<file path="src/rtl/pwm_reload_pkg.sv">
package pwm_reload_pkg;
  // Word addresses of the software-visible registers
  localparam int unsigned RA_CTRL  = 0;
  localparam int unsigned RA_PRESC = 1;
  localparam int unsigned RA_MOD   = 2;
  localparam int unsigned RA_DUTY0 = 4;
  // Bit positions inside the control register
  localparam int unsigned CB_RUN = 0;
  localparam int unsigned CB_LOK = 1;
  localparam int unsigned CB_IRQ = 2;
endpackage

</file>
<file path="src/rtl/pwm_reload_regs.sv">
module pwm_reload_regs
  import pwm_reload_pkg::*;
#(
  parameter int unsigned DATA_W = 16,
  parameter int unsigned ADDR_W = 4,
  parameter int unsigned PS_W   = 2,
  parameter int unsigned MOD_W  = 12,
  parameter int unsigned DUTY_W = 12,
  parameter int unsigned NCH    = 3
) (
  input  logic                    clk,
  input  logic                    rst_n,
  input  logic                    wr,
  input  logic [ADDR_W-1:0]       addr,
  input  logic [DATA_W-1:0]       wdata,
  output logic [PS_W-1:0]         sh_presc,
  output logic [MOD_W-1:0]        sh_mod,
  output logic [NCH*DUTY_W-1:0]   sh_duty
);
  logic unused_wdata;
  logic presc_en, mod_en;
  logic [PS_W-1:0]  presc_q, presc_d;
  logic [MOD_W-1:0] mod_q, mod_d;

  assign unused_wdata = ^wdata;

  always_comb begin
    presc_en = wr && (addr == ADDR_W'(RA_PRESC));
    mod_en   = wr && (addr == ADDR_W'(RA_MOD));
    presc_d  = wdata[PS_W-1:0];
    mod_d    = wdata[MOD_W-1:0];
  end

  always_ff @(posedge clk or negedge rst_n) begin
    if (!rst_n) begin
      presc_q <= '0;
      mod_q   <= '0;
    end else begin
      if (presc_en) presc_q <= presc_d;
      if (mod_en)   mod_q   <= mod_d;
    end
  end

  assign sh_presc = presc_q;
  assign sh_mod   = mod_q;

  for (genvar g = 0; g < NCH; g++) begin : g_duty
    logic              we;
    logic [DUTY_W-1:0] q;
    assign we = wr && (addr == ADDR_W'(RA_DUTY0 + g));
    always_ff @(posedge clk or negedge rst_n) begin
      if (!rst_n)  q <= '0;
      else if (we) q <= wdata[DUTY_W-1:0];
    end
    assign sh_duty[g*DUTY_W +: DUTY_W] = q;
  end
endmodule

</file>
<file path="src/rtl/pwm_reload_flags.sv">
module pwm_reload_flags (
  input  logic clk,
  input  logic rst_n,
  input  logic wr_ctrl,
  input  logic rd_ctrl,
  input  logic w_run,
  input  logic w_lok,
  input  logic w_irq,
  input  logic reload_pt,
  output logic run_en,
  output logic lok,
  output logic irq_flag,
  output logic arm,
  output logic xfer
);
  logic run_q, run_d;
  logic lok_q, lok_d;
  logic irq_q, irq_d;
  logic arm_q, arm_d;

  always_comb begin
    xfer  = lok_q && reload_pt;
    run_d = wr_ctrl ? w_run : run_q;

    // Arm: a control read that sees the flag clear; any control write drops it
    arm_d = arm_q;
    if (wr_ctrl)                arm_d = 1'b0;
    else if (rd_ctrl && !lok_q) arm_d = 1'b1;

    // Load-ok: transfer clears with priority, then software write
    lok_d = lok_q;
    if (xfer)                   lok_d = 1'b0;
    else if (wr_ctrl) begin
      if (!w_lok)               lok_d = 1'b0;
      else if (arm_q)           lok_d = 1'b1;
    end

    // Interrupt: write-one-to-clear, a reload while running wins
    irq_d = irq_q;
    if (wr_ctrl && w_irq)       irq_d = 1'b0;
    if (reload_pt && run_q)     irq_d = 1'b1;
  end

  always_ff @(posedge clk or negedge rst_n) begin
    if (!rst_n) begin
      run_q <= 1'b0;
      lok_q <= 1'b0;
      irq_q <= 1'b0;
      arm_q <= 1'b0;
    end else begin
      run_q <= run_d;
      lok_q <= lok_d;
      irq_q <= irq_d;
      arm_q <= arm_d;
    end
  end

  assign run_en   = run_q;
  assign lok      = lok_q;
  assign irq_flag = irq_q;
  assign arm      = arm_q;
endmodule

</file>
<file path="src/rtl/pwm_reload_active.sv">
module pwm_reload_active #(
  parameter int unsigned PS_W   = 2,
  parameter int unsigned MOD_W  = 12,
  parameter int unsigned DUTY_W = 12,
  parameter int unsigned NCH    = 3
) (
  input  logic                  clk,
  input  logic                  rst_n,
  input  logic                  xfer,
  input  logic [PS_W-1:0]       sh_presc,
  input  logic [MOD_W-1:0]      sh_mod,
  input  logic [NCH*DUTY_W-1:0] sh_duty,
  output logic [PS_W-1:0]       act_presc,
  output logic [MOD_W-1:0]      act_mod,
  output logic [NCH*DUTY_W-1:0] act_duty
);
  logic [PS_W-1:0]  presc_q;
  logic [MOD_W-1:0] mod_q;

  always_ff @(posedge clk or negedge rst_n) begin
    if (!rst_n) begin
      presc_q <= '0;
      mod_q   <= '0;
    end else if (xfer) begin
      presc_q <= sh_presc;
      mod_q   <= sh_mod;
    end
  end

  assign act_presc = presc_q;
  assign act_mod   = mod_q;

  for (genvar g = 0; g < NCH; g++) begin : g_act
    logic [DUTY_W-1:0] q;
    always_ff @(posedge clk or negedge rst_n) begin
      if (!rst_n)    q <= '0;
      else if (xfer) q <= sh_duty[g*DUTY_W +: DUTY_W];
    end
    assign act_duty[g*DUTY_W +: DUTY_W] = q;
  end
endmodule

</file>
<file path="src/rtl/pwm_reload_ctrl.sv">
module pwm_reload_ctrl
  import pwm_reload_pkg::*;
#(
  parameter int unsigned DATA_W = 16,
  parameter int unsigned ADDR_W = 4,
  parameter int unsigned PS_W   = 2,
  parameter int unsigned MOD_W  = 12,
  parameter int unsigned DUTY_W = 12,
  parameter int unsigned NCH    = 3
) (
  input  logic                    clk,
  input  logic                    rst_n,
  input  logic                    reg_wr,
  input  logic                    reg_rd,
  input  logic [ADDR_W-1:0]       reg_addr,
  input  logic [DATA_W-1:0]       reg_wdata,
  output logic [DATA_W-1:0]       reg_rdata,
  input  logic                    reload_pt,
  input  logic                    ovr_out_ctl,
  output logic [PS_W-1:0]         act_prescale,
  output logic [MOD_W-1:0]        act_modulus,
  output logic [NCH*DUTY_W-1:0]   act_duty,
  output logic                    gen_run,
  output logic                    pin_oe,
  output logic                    irq
);
  localparam int unsigned SYNC_N = 2;

  logic [SYNC_N-1:0]     rst_sync_q;
  logic                  rst_int_n;
  logic                  wr_ctrl, rd_ctrl;
  logic                  w_run, w_lok, w_irq;
  logic                  run_en, lok, irq_flag, arm, xfer;
  logic [PS_W-1:0]       sh_presc;
  logic [MOD_W-1:0]      sh_mod;
  logic [NCH*DUTY_W-1:0] sh_duty;
  logic [DATA_W-1:0]     rdata_c;

  // Reset: asserted asynchronously, released after SYNC_N clock edges
  always_ff @(posedge clk or negedge rst_n) begin
    if (!rst_n) rst_sync_q <= '0;
    else        rst_sync_q <= {rst_sync_q[SYNC_N-2:0], 1'b1};
  end
  assign rst_int_n = rst_sync_q[SYNC_N-1];

  always_comb begin
    wr_ctrl = reg_wr && (reg_addr == ADDR_W'(RA_CTRL));
    rd_ctrl = reg_rd && (reg_addr == ADDR_W'(RA_CTRL));
    w_run   = reg_wdata[CB_RUN];
    w_lok   = reg_wdata[CB_LOK];
    w_irq   = reg_wdata[CB_IRQ];
  end

  pwm_reload_regs #(
    .DATA_W(DATA_W), .ADDR_W(ADDR_W), .PS_W(PS_W),
    .MOD_W(MOD_W), .DUTY_W(DUTY_W), .NCH(NCH)
  ) u_regs (
    .clk     (clk),
    .rst_n   (rst_int_n),
    .wr      (reg_wr),
    .addr    (reg_addr),
    .wdata   (reg_wdata),
    .sh_presc(sh_presc),
    .sh_mod  (sh_mod),
    .sh_duty (sh_duty)
  );

  pwm_reload_flags u_flags (
    .clk      (clk),
    .rst_n    (rst_int_n),
    .wr_ctrl  (wr_ctrl),
    .rd_ctrl  (rd_ctrl),
    .w_run    (w_run),
    .w_lok    (w_lok),
    .w_irq    (w_irq),
    .reload_pt(reload_pt),
    .run_en   (run_en),
    .lok      (lok),
    .irq_flag (irq_flag),
    .arm      (arm),
    .xfer     (xfer)
  );

  pwm_reload_active #(
    .PS_W(PS_W), .MOD_W(MOD_W), .DUTY_W(DUTY_W), .NCH(NCH)
  ) u_active (
    .clk      (clk),
    .rst_n    (rst_int_n),
    .xfer     (xfer),
    .sh_presc (sh_presc),
    .sh_mod   (sh_mod),
    .sh_duty  (sh_duty),
    .act_presc(act_prescale),
    .act_mod  (act_modulus),
    .act_duty (act_duty)
  );

  // Read path: shadows and control bits, unused bits zero
  always_comb begin
    rdata_c = '0;
    if (reg_addr == ADDR_W'(RA_CTRL)) begin
      rdata_c[CB_RUN] = run_en;
      rdata_c[CB_LOK] = lok;
      rdata_c[CB_IRQ] = irq_flag;
    end
    if (reg_addr == ADDR_W'(RA_PRESC)) rdata_c[PS_W-1:0]  = sh_presc;
    if (reg_addr == ADDR_W'(RA_MOD))   rdata_c[MOD_W-1:0] = sh_mod;
    for (int k = 0; k < NCH; k++) begin
      if (reg_addr == ADDR_W'(RA_DUTY0 + k))
        rdata_c[DUTY_W-1:0] = sh_duty[k*DUTY_W +: DUTY_W];
    end
  end

  assign reg_rdata = rdata_c;
  assign gen_run   = run_en;
  assign pin_oe    = run_en || ovr_out_ctl;
  assign irq       = irq_flag;
endmodule

</file>
<file path="config.mk">
export PLATFORM = sky130hd
export DESIGN_NAME = pwm_reload_ctrl
export DESIGN_NICKNAME = d
export VERILOG_FILES = /design/src/rtl/pwm_reload_pkg.sv /design/src/rtl/pwm_reload_regs.sv /design/src/rtl/pwm_reload_flags.sv /design/src/rtl/pwm_reload_active.sv /design/src/rtl/pwm_reload_ctrl.sv
export SDC_FILE = /design/constraint.sdc
export NUM_CORES = 1
export LEC_CHECK = 0
export ABC_AREA = 1
export BUFFER_PORTS_ARGS = -buffer_cell sky130_fd_sc_hd__buf_2
export CORE_UTILIZATION = 35
export CTS_BUF_LIST = sky130_fd_sc_hd__clkbuf_4 sky130_fd_sc_hd__clkbuf_8
export CTS_CLUSTER_SIZE = 40
export DETAILED_ROUTE_END_ITERATION = 12
export GPL_ROUTABILITY_DRIVEN = 0
export GPL_TIMING_DRIVEN = 0
export SLEW_MARGIN = 10
export SYNTH_ARGS = -nofsm -noshare
export SYNTH_HDL_FRONTEND = slang
export SYNTH_SLANG_ARGS = --single-unit
</file>
<file path="constraint.sdc">
create_clock -name clk -period 3.05 [get_ports clk]
set_input_delay 0 -clock clk [delete_from_list [all_inputs] [get_ports clk]]
set_output_delay 0 -clock clk [all_outputs]
set_load 0.02 [all_outputs]
</file>
==> reports/qor.yml, run 1 <==
sta:
  fmax_mhz: 644
  worst_pin_slew_ps: 741
  setup_viol: 0
  period_needed_ps: 1550
  finalMaxSlewViolations: 0
  finalCritPeriodShare_pct: 50.9
  fin_setup_tns_ps: 0
  rsz0062_at_grt: "no"
  relSlewSlack_pct: 50.6
  fin_skew_ps: 16.2
  hold_viol_final: 0
critical_path:
  worstPathArrival_ps: 1830
  rrSetupSlack_ps: 1500
  rr_startpoint: "u_flags.lok"
  crit_type: "reg -> reg"
  crit_path_frequent_cell: "buf_2"
  end_kind: "flop"
  r2r-end: "u_active.g_act[1].q[10]"
  cp-start-kind: "flop"
  cpMaxStageDelayCell: "dfrtp_1"
  ff2ff_path_depth: 4
  crit_fanout: 10
  required_ps: 3330
  crit_path_max_incr_delay_ps: 420
  worstPathCellList: "nand2_1 -> buf_2 -> buf_2 -> mux2_2"
yosys:
  ys_ff_latch: 106
  ys_seq_area_share_pct: 58.8
  syn_area_per_cell_um2: 10.1
  syn_inst: 447
  ys_warn_count: 0
  synth_cell_type_count: 25
  syn_area_um2: 4510
outcome:
  status: "completed"
cells_and_area:
  area_delta_synth_final_pct: 23.5
  nets: 589
  final_cell_mix: "nand2_1, dfrtp_1, buf_2"
  fillCellCount: 1260
  diodes: 0
  drive_gt1_share_pct: 32.4
  final_common_cell: "nand2_1"
  fin_cells: 740
power:
  power_per_cell_area_nw_per_um2: 802
  combinationalPowerShare_pct: 31.2
  seqPwrFrac_pct: 47.3
  leakage_nw: 2.83
  internal_power_w: 0.00286
  swShare_pct: 36.1
  clkPwrFrac_pct: 21.6
  power_switching_w: 0.00161
  vdd_drop_max_uv: 301
die:
  start_util_pct: 35.8
  pin_count: 95
  dieWidth_um: 116
  core_um2: 12600
  rows: 41
  die_y_um: 116
  design.die.area_um2: 13400
route:
  drc: 0
  vias: 3483
  drt_iter0_markers: 218
  via_per_inst: 4.71
  drtAntennaViolNets: 0
  wl_um: 11900
  wire_per_inst_um: 16.1
  firstDrtPassIters: 4
global_route:
  grt_pass1_vias: 3533
  grt_use_met3_pct: 3.19
  antenna_found_initial: 0
  grt_max_degree: 57
  grt_pass1_wl_um: 18700
  grt_use_total_pct: 19.0
  gr-usage-met1_pct: 24.2
  grtUsageMet2_pct: 31.5
  gr-total-overflow: 0
  grt-busiest-layer: "met2"
min_path:
  min_path_cells: 4
  hold_path.class: "in -> reg"
  min-delay-start: "reg_rd"
  hold_path_end: "u_flags.arm"
cts:
  insertion_delay_ps: 380
  clockBufferDepth: 2
  clkTransAtPathRegs_ps: 100
  post_cts_buffers: 0
  htree_levels: 3
  cts_resized: 0
  cts_made_buffers: 9
  clock-sinks: 106
  cts-root-buf: "clkbuf_8"
  tritoncts: "yes"
placement:
  hpwl_um: 8420
  port_buffers: 86
  dp_cells: 709
flow_run:
  maxCapViolCount: 0
==> through the flow <==
stage          instance area (um^2)  setup WS [ps]  util (%)  power, W  hold slack, ps
2_1_floorplan                  4530           1270         -   0.00299            -296
3_3_place_gp                   5170            712      41.0   0.00348            -215
3_5_place_dp                   5200           1480      41.2   0.00353            -212
4_1_cts                        5580           1470      44.2   0.00451            6.20
5_1_grt                        5580           1400      44.2   0.00475            20.7
6_report                       5580           1500      44.2   0.00447            17.1
==> synth_stat cells (all sizes together) <==
master,n,area share [%]
o21a,1,0.17
dfrtp,106,59
clkbuf,6,0.50
nand4,11,1.5
nand3,29,3.2
mux2,26,6.5
nor3,2,0.72
o21ai,78,10
nor2,14,2.0
buf,19,2.9
conb,2,0.17
a21oi,1,0.11
nand2,109,9.3
inv,42,3.5
or2,1,0.14
==> worst max-delay path: cells and delay by family, from the launching register on <==
family,cells,cell delay (ps)
multiplexers,1,370
AND/OR/NAND/NOR,1,110
flip-flops,1,420
buffers and inverters,2,560
==> state kept, by name, summed over array words and instances (netlist names) <==
name                cells
rst_sync_q              2
u_active.act_mod       12
u_active.act_presc      2
u_active.g_act.q       36
u_flags.arm             1
u_flags.irq_flag        1
u_flags.lok             1
u_flags.run_en          1
u_regs.g_duty.q        36
u_regs.sh_mod          12
u_regs.sh_presc         2
==> worst max path at each step <==
stage | start | end | slack (ps) | depth (start not counted)
finish | u_flags.lok | u_active.g_act[1].q[10] | 1500 | 4
global placement | rst_sync_q[1] | u_flags.lok | 710 | 0
floorplan | rst_sync_q[1] | u_active.act_mod[0] | 1270 | 0
detailed placement | u_flags.lok | u_active.g_act[1].q[10] | 1480 | 4
global route | u_flags.lok | u_active.g_act[1].q[10] | 1400 | 4
CTS | u_flags.lok | u_active.g_act[1].q[10] | 1470 | 4
==> routing by layer <==
layer,vias up,part of all wire [%]
met2,91,49
met4,0,2.6
met3,21,5.0
met5,-,0
met1,1684,44
li1,1687,-
==> power by group through the flow <==
stage          clock network [W]  logic (W)  registers [W]
3_5_place_dp                   0    0.00139        0.00215
6_report                0.000964    0.00139        0.00211
2_1_floorplan                  0   0.000556        0.00243
5_1_grt                  0.00104    0.00154        0.00217
4_1_cts                 0.000978    0.00141        0.00212
3_3_place_gp                   0    0.00134        0.00214
==> layout make-up <==
type / count / area [um^2] / area share (%)
flip-flops and latches: 106 / 2660 / 47.6
multi-input cells: 277 / 1560 / 28.0
repair buffers: 102 / 608 / 10.9
well taps: 172 / 215 / 3.86
inverters: 42 / 158 / 2.83
plain buffers: 25 / 155 / 2.78
clock buffers: 11 / 145 / 2.60
clock inverters: 5 / 78.8 / 1.41
==> kinds of logic (layout without fill, tap and decap cells) <==
| logic type | count (synthesis) | count (layout) | share of synthesized area, % |
|---|---|---|---|
| flip-flops | 106 | 106 | 58.8 |
| buffers and inverters | 67 | 185 | 6.93 |
| AND/OR/NAND/NOR | 166 | 166 | 16.9 |
| other | 2 | 5 | 0.166 |
| multiplexers | 26 | 26 | 6.49 |
| AO/OA/AOI/OAI | 80 | 80 | 10.8 |
==> repair_timing <==
item,CTS,global route
endpoints found under the hold margin,50,0
setup endpoints to repair,0,0
hold buffers,15,0
(Power assumes the default switching activity.)
==> inputs of run 2 (changes only) <==
==> constraint.sdc (replaced) <==
create_clock -name clk -period 1.45 [get_ports clk]
set_input_delay 0 -clock clk [delete_from_list [all_inputs] [get_ports clk]]
set_output_delay 0 -clock clk [all_outputs]
set_load 0.02 [all_outputs]
==> reports/qor.yml, run 2 (synthesized netlist as in run 1, its figures left out) <==
outcome:
  status: "completed"
die:
  pin_count: 95  # unchanged
  start_util_pct: 35.8  # unchanged
  rows: 41  # unchanged
  dieWidth_um: 116  # unchanged
  core_um2: 12600  # unchanged
  design.die.area_um2: 13400  # unchanged
  die_y_um: 116  # unchanged
cells_and_area:
  area_delta_synth_final_pct: 23.3
  drive_gt1_share_pct: 33.2  # +0.76 points
  stdcell_area_um2: 5570  # -0.18%
  final_common_cell: "nand2_1"
  reg_top3: "u_active.g_act.q x36, u_regs.g_duty.q x36"
  diodes: 0  # unchanged
  fillCellCount: 1221  # -3.1%
  postLayoutCoreUtil_pct: 44.1  # -0.079 points
  final_cell_mix: "nand2_1, dfrtp_1, buf_2"
  nets: 590  # +0.17%
cts:
  htree_levels: 3  # unchanged
  cts-root-buf: "clkbuf_8"
  insertion_delay_ps: 380  # about the same
  clock-sinks: 106  # unchanged
  cts_made_buffers: 9  # unchanged
  clkTransAtPathRegs_ps: 100  # about the same
  tritoncts: "yes"
  post_cts_buffers: 0  # unchanged
  clockBufferDepth: 2  # unchanged
global_route:
  grt_pass1_vias: 3583  # +1.4%
  gr-total-overflow: 0  # unchanged
  grt_use_total_pct: 19.4  # +0.41 points
  grt_max_degree: 54  # -5.3%
  grt_pass1_wl_um: 19000  # +1.3%
  antenna_found_initial: 0  # unchanged
route:
  via_per_inst: 4.81  # +2.2%
  drc: 0  # unchanged
  wire_per_inst_um: 16.4  # +2.1%
  wl_um: 12100  # +1.9%
  drtAntennaViolNets: 0  # unchanged
  vias: 3555  # +2.1%
  drt_iter0_markers: 250  # +15%
  firstDrtPassIters: 5  # +1
power:
  vdd_drop_max_uv: 445  # +48%
  power_per_cell_area_nw_per_um2: 1660  # +110%
  leakage_nw: 2.83  # +0.14%
flow_run:
  maxCapViolCount: 0  # unchanged
sta:
  finalCritPeriodShare_pct: 93.9  # +43 points
  fmax_mhz: 735  # +14%
  fin_skew_ps: 13.3  # -2.86 ps
  hold_viol_final: 0  # unchanged
  rsz0062_at_grt: "no"
  relSlewSlack_pct: 53.6  # +3.1 points
  finalMaxSlewViolations: 0  # unchanged
  period_needed_ps: 1360  # -192 ps
  final.setup.worst_slack_ps: 89.1  # -1410 ps
  worst_pin_slew_ps: 696  # -45.8 ps
  setup_viol: 0  # unchanged
  worst_hold_slack_ps: 51.8  # +34.7 ps
critical_path:
  worstPathArrival_ps: 1630  # -200 ps
  crit_type: "reg -> reg"
  required_ps: 1720  # -1610 ps
  worstPathCellList: "nand2_1 -> buf_4 -> buf_6 -> mux2_2"
  rrSetupSlack_ps: 90  # -1410 ps
  ff2ff_path_depth: 4  # unchanged
  cp-start-kind: "flop"
  crit_fanout: 10  # unchanged
  crit_path_max_incr_delay_ps: 420  # about the same
  r2r-end: "u_active.g_act[1].q[10]"
  end_kind: "flop"
  cpMaxStageDelayCell: "dfrtp_1"
  rr_startpoint: "u_flags.lok"
min_path:
  hold_path.class: "in -> reg"
  min-delay-start: "reg_wr"
  min_path_cells: 3  # -1
  hold_path_end: "u_regs.sh_presc[1]"
placement:
  port_buffers: 86  # unchanged
  hpwl_um: 8550  # +1.5%
  place_area_um2: 5200  # unchanged
  place_ws_ps: -117  # -1590 ps
-- run 2: area by class of cell --
| type | count | area (um^2) | area share, % |
|---|---|---|---|
| clock buffers | 11 | 145 | 2.61 |
| well taps | 172 | 215 | 3.87 |
| inverters | 42 | 158 | 2.83 |
| multi-input cells | 277 | 1560 | 28.0 |
| clock inverters | 3 | 42.5 | 0.764 |
| repair buffers | 103 | 618 | 11.1 |
| flip-flops and latches | 106 | 2660 | 47.7 |
| plain buffers | 25 | 171 | 3.08 |
-- run 2: repair_timing --
item | in CTS | in global routing
setup endpoints to repair | 25 | 11
endpoints found under the hold margin | 49 | 0
hold buffers | 16 | 0
resized for setup | 6 | 5
gates cloned | 0 | 0
-- run 2: critical path: cells and delay by family (launching register included) --
kind / cells / cell delay, ps
buf+inv: 2 / 390
flops: 1 / 420
mux: 1 / 340
simple gates: 1 / 120
-- run 2: worst max-delay path by stage --
stage / start / endpoint / slack [ps]
floorplan: u_flags.lok / u_active.g_act[1].q[10] / 160
detailed placement: u_flags.lok / u_active.g_act[1].q[10] / -120
finish: u_flags.lok / u_active.g_act[1].q[10] / 90
CTS: reg_addr[1] / reg_rdata[5] / 10
global route: u_regs.sh_mod[1] / reg_rdata[1] / 8
global placement: u_flags.lok / u_active.g_act[1].q[10] / -130
-- run 2: where the power goes --
group          internal (W)  leakage (nW)  switching, W
clock              0.000845        0.0947      0.000984
sequential          0.00387          1.33      0.000577
combinational       0.00113          1.41       0.00183
-- run 2: stage by stage --
stage               setup TNS [ps]  total power, W  cells
floorplan                        0         0.00628    450
global placement             -5030         0.00734    708
detailed placement           -1290         0.00745    709
CTS                              0         0.00931    739
global route                     0         0.00979    739
finish                           0         0.00923    739
-- run 2: layer usage --
layer  vias up  wire length [um]  share of wire [%]  track usage, %
li1       1696                 -                  -               -
met1      1727              5240                 43            24.8
met2       107              5990                 49            31.6
met3        25               617                5.1            3.77
met4         0               299                2.5            9.78
met5         -                 0                  0               0
